--- src/rtl/dacc_pkg.sv ---
package dacc_pkg;
  typedef enum logic [2:0] {
    OP_NOP  = 3'd0,
    OP_LOAD = 3'd1,
    OP_ADD  = 3'd2,
    OP_SUB  = 3'd3,
    OP_MAC  = 3'd4,
    OP_ADDX = 3'd5,
    OP_SUBX = 3'd6,
    OP_NEG  = 3'd7
  } dacc_op_e;

  typedef enum logic [1:0] {
    SAT_WIDE   = 2'd0,
    SAT_NARROW = 2'd1,
    SAT_WRAP   = 2'd2,
    SAT_ALT    = 2'd3
  } dacc_sat_e;
endpackage

--- src/rtl/dacc_mul.sv ---
module dacc_mul #(
  parameter int DW = 16
) (
  input  logic [DW-1:0]   a_i,
  input  logic [DW-1:0]   b_i,
  input  logic            sgn_i,
  input  logic            frac_i,
  output logic [2*DW+1:0] prod_o
);
  localparam int EW = DW + 1;
  localparam int PW = 2 * DW + 1;

  logic signed [EW-1:0]   ea, eb;
  logic signed [2*EW-1:0] full;
  logic        [PW-1:0]   p;

  // extend each operand into a 17th bit: sign or zero
  assign ea   = {sgn_i & a_i[DW-1], a_i};
  assign eb   = {sgn_i & b_i[DW-1], b_i};
  assign full = ea * eb;
  assign p    = full[PW-1:0];
  assign prod_o = frac_i ? {p, 1'b0} : {p[PW-1], p};
endmodule

--- src/rtl/dacc_shift.sv ---
module dacc_shift #(
  parameter int W   = 40,
  parameter int SW  = 6,
  parameter int MAX = 16
) (
  input  logic [W-1:0]  din_i,
  input  logic [SW-1:0] amt_i,
  output logic [W-1:0]  dout_o
);
  logic [SW-1:0] mag_raw, mag;

  assign mag_raw = amt_i[SW-1] ? (~amt_i + 1'b1) : amt_i;
  assign mag     = (mag_raw > SW'(MAX)) ? SW'(MAX) : mag_raw;
  assign dout_o  = amt_i[SW-1] ? W'($signed(din_i) >>> mag) : (din_i << mag);
endmodule

--- src/rtl/dacc_sat.sv ---
module dacc_sat
  import dacc_pkg::*;
#(
  parameter int W  = 40,
  parameter int NW = 32
) (
  input  logic [W:0]   sum_i,
  input  dacc_sat_e    mode_i,
  output logic [W-1:0] res_o,
  output logic         sat_evt_o,
  output logic         ovf_o
);
  localparam logic [W-1:0] WMAX = {1'b0, {(W-1){1'b1}}};
  localparam logic [W-1:0] WMIN = {1'b1, {(W-1){1'b0}}};
  localparam logic [W-1:0] NMAX = {{(W-NW+1){1'b0}}, {(NW-1){1'b1}}};
  localparam logic [W-1:0] NMIN = {{(W-NW+1){1'b1}}, {(NW-1){1'b0}}};

  logic wide_ovf;

  assign wide_ovf = sum_i[W] ^ sum_i[W-1];
  assign ovf_o    = !((&sum_i[W:NW-1]) || !(|sum_i[W:NW-1]));

  always_comb begin
    res_o     = sum_i[W-1:0];
    sat_evt_o = 1'b0;
    case (mode_i)
      SAT_NARROW: begin
        sat_evt_o = ovf_o;
        if (ovf_o) res_o = sum_i[W] ? NMIN : NMAX;
      end
      SAT_WRAP: begin
        sat_evt_o = wide_ovf;
      end
      default: begin
        sat_evt_o = wide_ovf;
        if (wide_ovf) res_o = sum_i[W] ? WMIN : WMAX;
      end
    endcase
  end
endmodule

--- src/rtl/dual_acc_mac.sv ---
module dual_acc_mac
  import dacc_pkg::*;
#(
  parameter int DATA_W    = 16,
  parameter int ACC_W     = 40,
  parameter int NARROW_W  = 32,
  parameter int SHIFT_W   = 6,
  parameter int MAX_SHIFT = 16
) (
  input  logic               clk,
  input  logic               rst_n,
  input  logic               op_valid,
  output logic               op_ready,
  input  logic [2:0]         op_code,
  input  logic               acc_sel,
  input  logic [DATA_W-1:0]  opa,
  input  logic [DATA_W-1:0]  opb,
  input  logic               mul_signed,
  input  logic               mul_frac,
  input  logic [SHIFT_W-1:0] shift_amt,
  input  logic [1:0]         sat_mode,
  input  logic               sat_clr,
  output logic [ACC_W-1:0]   acc_a,
  output logic [ACC_W-1:0]   acc_b,
  output logic               sat_a,
  output logic               sat_b,
  output logic               ovf_a,
  output logic               ovf_b
);
  localparam int PRW = 2 * DATA_W + 2;
  localparam int NACC = 2;

  dacc_op_e  op;
  dacc_sat_e mode;
  logic      ready_q, fire;

  logic [NACC-1:0][ACC_W-1:0] acc_bus;
  logic [NACC-1:0]            sat_bus, ovf_bus;

  logic [ACC_W-1:0] own, other, opa_ext, prod_ext, pre_shift, shifted;
  logic [ACC_W-1:0] base, addend, res;
  logic [ACC_W:0]   sum;
  logic             do_sub, sat_evt, ovf;
  logic [PRW-1:0]   prod;

  assign op   = dacc_op_e'(op_code);
  assign mode = dacc_sat_e'(sat_mode);

  always_ff @(posedge clk or negedge rst_n) begin
    if (!rst_n) ready_q <= 1'b0;
    else        ready_q <= 1'b1;
  end
  assign op_ready = ready_q;
  assign fire     = op_valid && ready_q;

  assign own   = acc_bus[acc_sel];
  assign other = acc_bus[!acc_sel];

  dacc_mul #(.DW(DATA_W)) mul_i (
    .a_i(opa), .b_i(opb), .sgn_i(mul_signed), .frac_i(mul_frac), .prod_o(prod)
  );

  assign opa_ext  = {{(ACC_W-DATA_W){opa[DATA_W-1]}}, opa};
  assign prod_ext = {{(ACC_W-PRW){prod[PRW-1]}}, prod};

  always_comb begin
    case (op)
      OP_MAC:          pre_shift = prod_ext;
      OP_ADDX, OP_SUBX: pre_shift = other;
      default:         pre_shift = opa_ext;
    endcase
  end

  dacc_shift #(.W(ACC_W), .SW(SHIFT_W), .MAX(MAX_SHIFT)) shift_i (
    .din_i(pre_shift), .amt_i(shift_amt), .dout_o(shifted)
  );

  always_comb begin
    base   = own;
    addend = shifted;
    do_sub = 1'b0;
    case (op)
      OP_NOP:  addend = '0;
      OP_LOAD: base   = '0;
      OP_SUB, OP_SUBX: do_sub = 1'b1;
      OP_NEG: begin
        base   = '0;
        addend = own;
        do_sub = 1'b1;
      end
      default: ;
    endcase
  end

  assign sum = do_sub ? ({base[ACC_W-1], base} - {addend[ACC_W-1], addend})
                      : ({base[ACC_W-1], base} + {addend[ACC_W-1], addend});

  dacc_sat #(.W(ACC_W), .NW(NARROW_W)) sat_i (
    .sum_i(sum), .mode_i(mode), .res_o(res), .sat_evt_o(sat_evt), .ovf_o(ovf)
  );

  for (genvar g = 0; g < NACC; g++) begin : g_acc
    logic             we;
    logic [ACC_W-1:0] acc_q;
    logic             sat_q, ovf_q;

    assign we = fire && (op != OP_NOP) && (acc_sel == 1'(g));

    always_ff @(posedge clk or negedge rst_n) begin
      if (!rst_n) begin
        acc_q <= '0;
        sat_q <= 1'b0;
        ovf_q <= 1'b0;
      end else begin
        if (we) begin
          acc_q <= res;
          ovf_q <= ovf;
        end
        sat_q <= (sat_q && !sat_clr) || (we && sat_evt);
      end
    end

    assign acc_bus[g] = acc_q;
    assign sat_bus[g] = sat_q;
    assign ovf_bus[g] = ovf_q;
  end

  assign acc_a = acc_bus[0];
  assign acc_b = acc_bus[1];
  assign sat_a = sat_bus[0];
  assign sat_b = sat_bus[1];
  assign ovf_a = ovf_bus[0];
  assign ovf_b = ovf_bus[1];

  assert_ready_hold_R1: assert property (@(posedge clk) disable iff (!rst_n)
    op_ready |=> op_ready);

  assert_idle_hold_R12: assert property (@(posedge clk) disable iff (!rst_n)
    !(op_valid && op_ready) |=> ($stable(acc_a) && $stable(acc_b)));

  assert_unselected_hold_R2: assert property (@(posedge clk) disable iff (!rst_n)
    (op_valid && op_ready && acc_sel) |=> $stable(acc_a));

  assert_narrow_range_R8: assert property (@(posedge clk) disable iff (!rst_n)
    (op_valid && op_ready && !acc_sel && op_code != 3'd0 && sat_mode == 2'd1)
      |=> ((&acc_a[ACC_W-1:NARROW_W-1]) || !(|acc_a[ACC_W-1:NARROW_W-1])));

  assert_sat_sticky_R10: assert property (@(posedge clk) disable iff (!rst_n)
    (sat_a && !sat_clr) |=> sat_a);

  assert_ovf_hold_R11: assert property (@(posedge clk) disable iff (!rst_n)
    !(op_valid && op_ready && !acc_sel) |=> $stable(ovf_a));
endmodule

--- config.mk ---
export PLATFORM = sky130hd
export DESIGN_NAME = dual_acc_mac
export DESIGN_NICKNAME = d
export VERILOG_FILES = /design/src/rtl/dacc_pkg.sv /design/src/rtl/dacc_mul.sv /design/src/rtl/dacc_shift.sv /design/src/rtl/dacc_sat.sv /design/src/rtl/dual_acc_mac.sv
export SDC_FILE = /design/constraint.sdc
export NUM_CORES = 2
export LEC_CHECK = 0
export BUFFER_PORTS_ARGS = -buffer_cell sky130_fd_sc_hd__buf_2
export CAP_MARGIN = 20
export CORE_MARGIN = 10
export CORE_UTILIZATION = 33
export CTS_BUF_LIST = sky130_fd_sc_hd__clkbuf_8
export CTS_CLUSTER_DIAMETER = 150
export DETAILED_ROUTE_END_ITERATION = 16
export PLACE_DENSITY = 0.58
export SLEW_MARGIN = 0
export SYNTH_ARGS = -nofsm -noshare
export SYNTH_HDL_FRONTEND = slang
export SYNTH_SLANG_ARGS = --single-unit
--- constraint.sdc ---
create_clock -name clk -period 23 [get_ports clk]
set_input_delay 2.3 -clock clk [delete_from_list [all_inputs] [get_ports clk]]
set_output_delay 2.3 -clock clk [all_outputs]
set_load 0.05 [all_outputs]
==> impl_results.md <==
* Hold Buf Count CTS at 0
* Largest area contributor in the netlist: fa_1
* Via density at 6.22
* Detailed Routing Iterations Pass 1 at 6
* Setup Skew at 12.2 ps
* Top post-synthesis cells by count: 439 x nand2_1, 327 x inv_1, 291 x fa_1, 273 x nor2_1, 198 x a21oi_1
* Nets at 4020
* Most frequent CP cell: o21ai_0
* Critical path peak fanout at 28
* Synthesized area at 27500 sq um
* DRC Markers at 0
* Max Clock Freq at 56.2 MHz
* Synthesized area per cell at 7.72 sq um
* Worst slew pin tran at 1280 ps
* Hold Crit Depth at 2
* Inserted Clock Buffers at 9
* Mapped Cells at 3568
* Die H at 309 um
* Clk root buf: clkbuf_8
* Largest net degree at the start of global routing at 86
* Port Buffer Count at 134
* CTS tree: done
* Clock insertion delay at the later pin of the skew report at 390 ps
* Async SR Flop Fraction at 100%
* WL per Instance at 27.5 um
* Syn_nets at 4040
* Required time of the critical path at 23320 ps
* Drt initial violations at 3586
* Worst EP arrival at 18100 ps
* Top cell type's share of synthesized area at 21.2%
* RePlAce Congestion at 1.02
* Max incr delay on CP at 780 ps
* Cell row count at 105
* Clk slew on worst S/H paths at 80 ps
* Post-synth EDFFs at 0
* Slew Viols, Final at 0
* RSZ-0062 raised after global routing: false
* Synth warn at 0
* Run status: complete, no violations
* Post-CTS sizing at 0
* CTS Buffer Depth at 2
* Endpoints failing setup at 0
* Reg2reg path depth at 40
* Worst Setup Start Kind: input pin
* Slowest cell on the critical path: nor3_1
* Number of global-route vias before repair at 28300
* Seq cells post-synth at 85
* CP Class: input pin to register
* Layout area overhead at 6.36%
* Layout cells sized above 1 at 10.4%
* Ratio of final minimum period to clock period at 77.3%
* Routed WL at 127 mm
* Top cells by area, synth: fa_1 21%, dfrtp_1 7.7%, nand2_1 6.0%
* Starting density of the core at 33.4%
* GRT Total Usage at 26.2%
* Initial antenna violation count at 8
* Sequential area share after synthesis at 7.73%
* H-tree depth at 3
* Grt total ovfl at 0
* Die W at 309 um
* Setup_tns at 0 ps
* First-pass GRT wire length at 190 mm
* Hold WC Path Type: register to register
* Via Count at 28800
* Post-CTS setup buffers at 0
* Slew headroom at 14.1%
* Yosys cell types at 128
* Worst setup EP type: register
* Number of I/O pins at 135
* Full die area at 95400 sq um
* MaxCap Viol Count at 0
* Min Tclk post-route at 17780 ps
* Main flop type after synthesis: dfrtp_1
* Detail Route Antenna Nets at 0
* Hpwl dp at 103 mm
* Number of fill cells at 8701
* Clock tree sinks at 85
* Core Box Area at 82400 sq um
* Hold Vio Cnt, Final at 0
* Count leader, synth: nand2_1
-- area by class of cell --
type	count	area (sq um)	share of cell area (%)
Multi-Input combinational cell	2928	23300	79.4
Sequential cell	85	2130	7.26
Tap cell	1070	1340	4.57
Inverter	327	1230	4.19
Timing Repair Buffer	197	1160	3.97
Clock buffer	9	124	0.423
Clock inverter	6	33.8	0.115
Antenna cell	3	7.51	0.0256
-- final timing paths --
| kind | from | end | slack, ps |
|---|---|---|---|
| worst max register to register | acc_b[8] | acc_b[23] | 10840 |
| max in group asynchronous | rst_n | acc_b[15] | 20500 |
| min in group asynchronous | rst_n | acc_b[37] | 1870 |
| worst min register to register | ovf_b | ovf_b | 510 |
| worst min-delay path | ovf_b | ovf_b | 510 |
| worst max-delay path | opa[15] | acc_b[23] | 5220 |
-- layout by cell type (no fill, tap or decap), types with 40 or more instances in the layout --
cell	n
a211oi_1	41
a22o_1	40
buf_4	62
buf_2	133
and2_1	166
o21ai_0	163
nor3_1	71
o211ai_1	48
nand2_1	439
mux2i_1	94
a21o_1	41
ha_1	131
a21oi_1	197
mux2_2	41
dfrtp_1	85
fa_1	291
nor2_1	273
nand3_1	73
inv_1	329
a31oi_1	45
xnor2_1	57
-- worst max-delay path, delay by kind of cell --
family,cells,cell delay [ps]
compound gates,22,5550
buf+inv,4,1080
fa+ha+maj,9,3980
xor+xnor,2,500
simple gates,16,4590
-- registers in the layout, summed over array words and instances, names as in the netlist --
| name | count |
|---|---|
| ovf_b | 1 |
| op_ready | 1 |
| sat_a | 1 |
| sat_b | 1 |
| acc_b | 40 |
| acc_a | 40 |
| ovf_a | 1 |
-- metrics by stage --
step                      utilization (%)  cell area [sq um]  hold WS (ps)  instances  setup WS [ps]
after floorplan                         -              27500           761       3568           8040
after CTS                            35.5              29200           511       4620           5540
after detailed placement             35.3              29100           475       4605           5190
after global placement               35.3              29100           498       4604           5460
final                                35.6              29300           510       4625           5220
after global routing                 35.5              29300           565       4623           3980
-- layer usage --
metal  track usage (%)  share of wire, %
met2              40.4                43
met3              5.26               9.6
met4              9.91               4.4
met5                 0             0.039
met1              35.9                43
-- kinds of logic (layout without fill, tap and decap cells) --
| family | Yosys count | after routing | share of synthesized area (%) |
|---|---|---|---|
| AND/OR/NAND/NOR | 1253 | 1253 | 22.0 |
| XOR/XNOR | 97 | 97 | 3.28 |
| multiplexers | 139 | 139 | 5.32 |
| adder cells (fa/ha/maj) | 422 | 422 | 27.1 |
| AO/OA/AOI/OAI | 1016 | 1016 | 26.6 |
| flip-flops | 85 | 85 | 7.73 |
| buffers and inverters | 555 | 539 | 8.03 |
| other | 1 | 4 | 0.0136 |
Power is not shown: default switching activity piles up to over one toggle a cycle in this logic, so the estimate is an artifact.
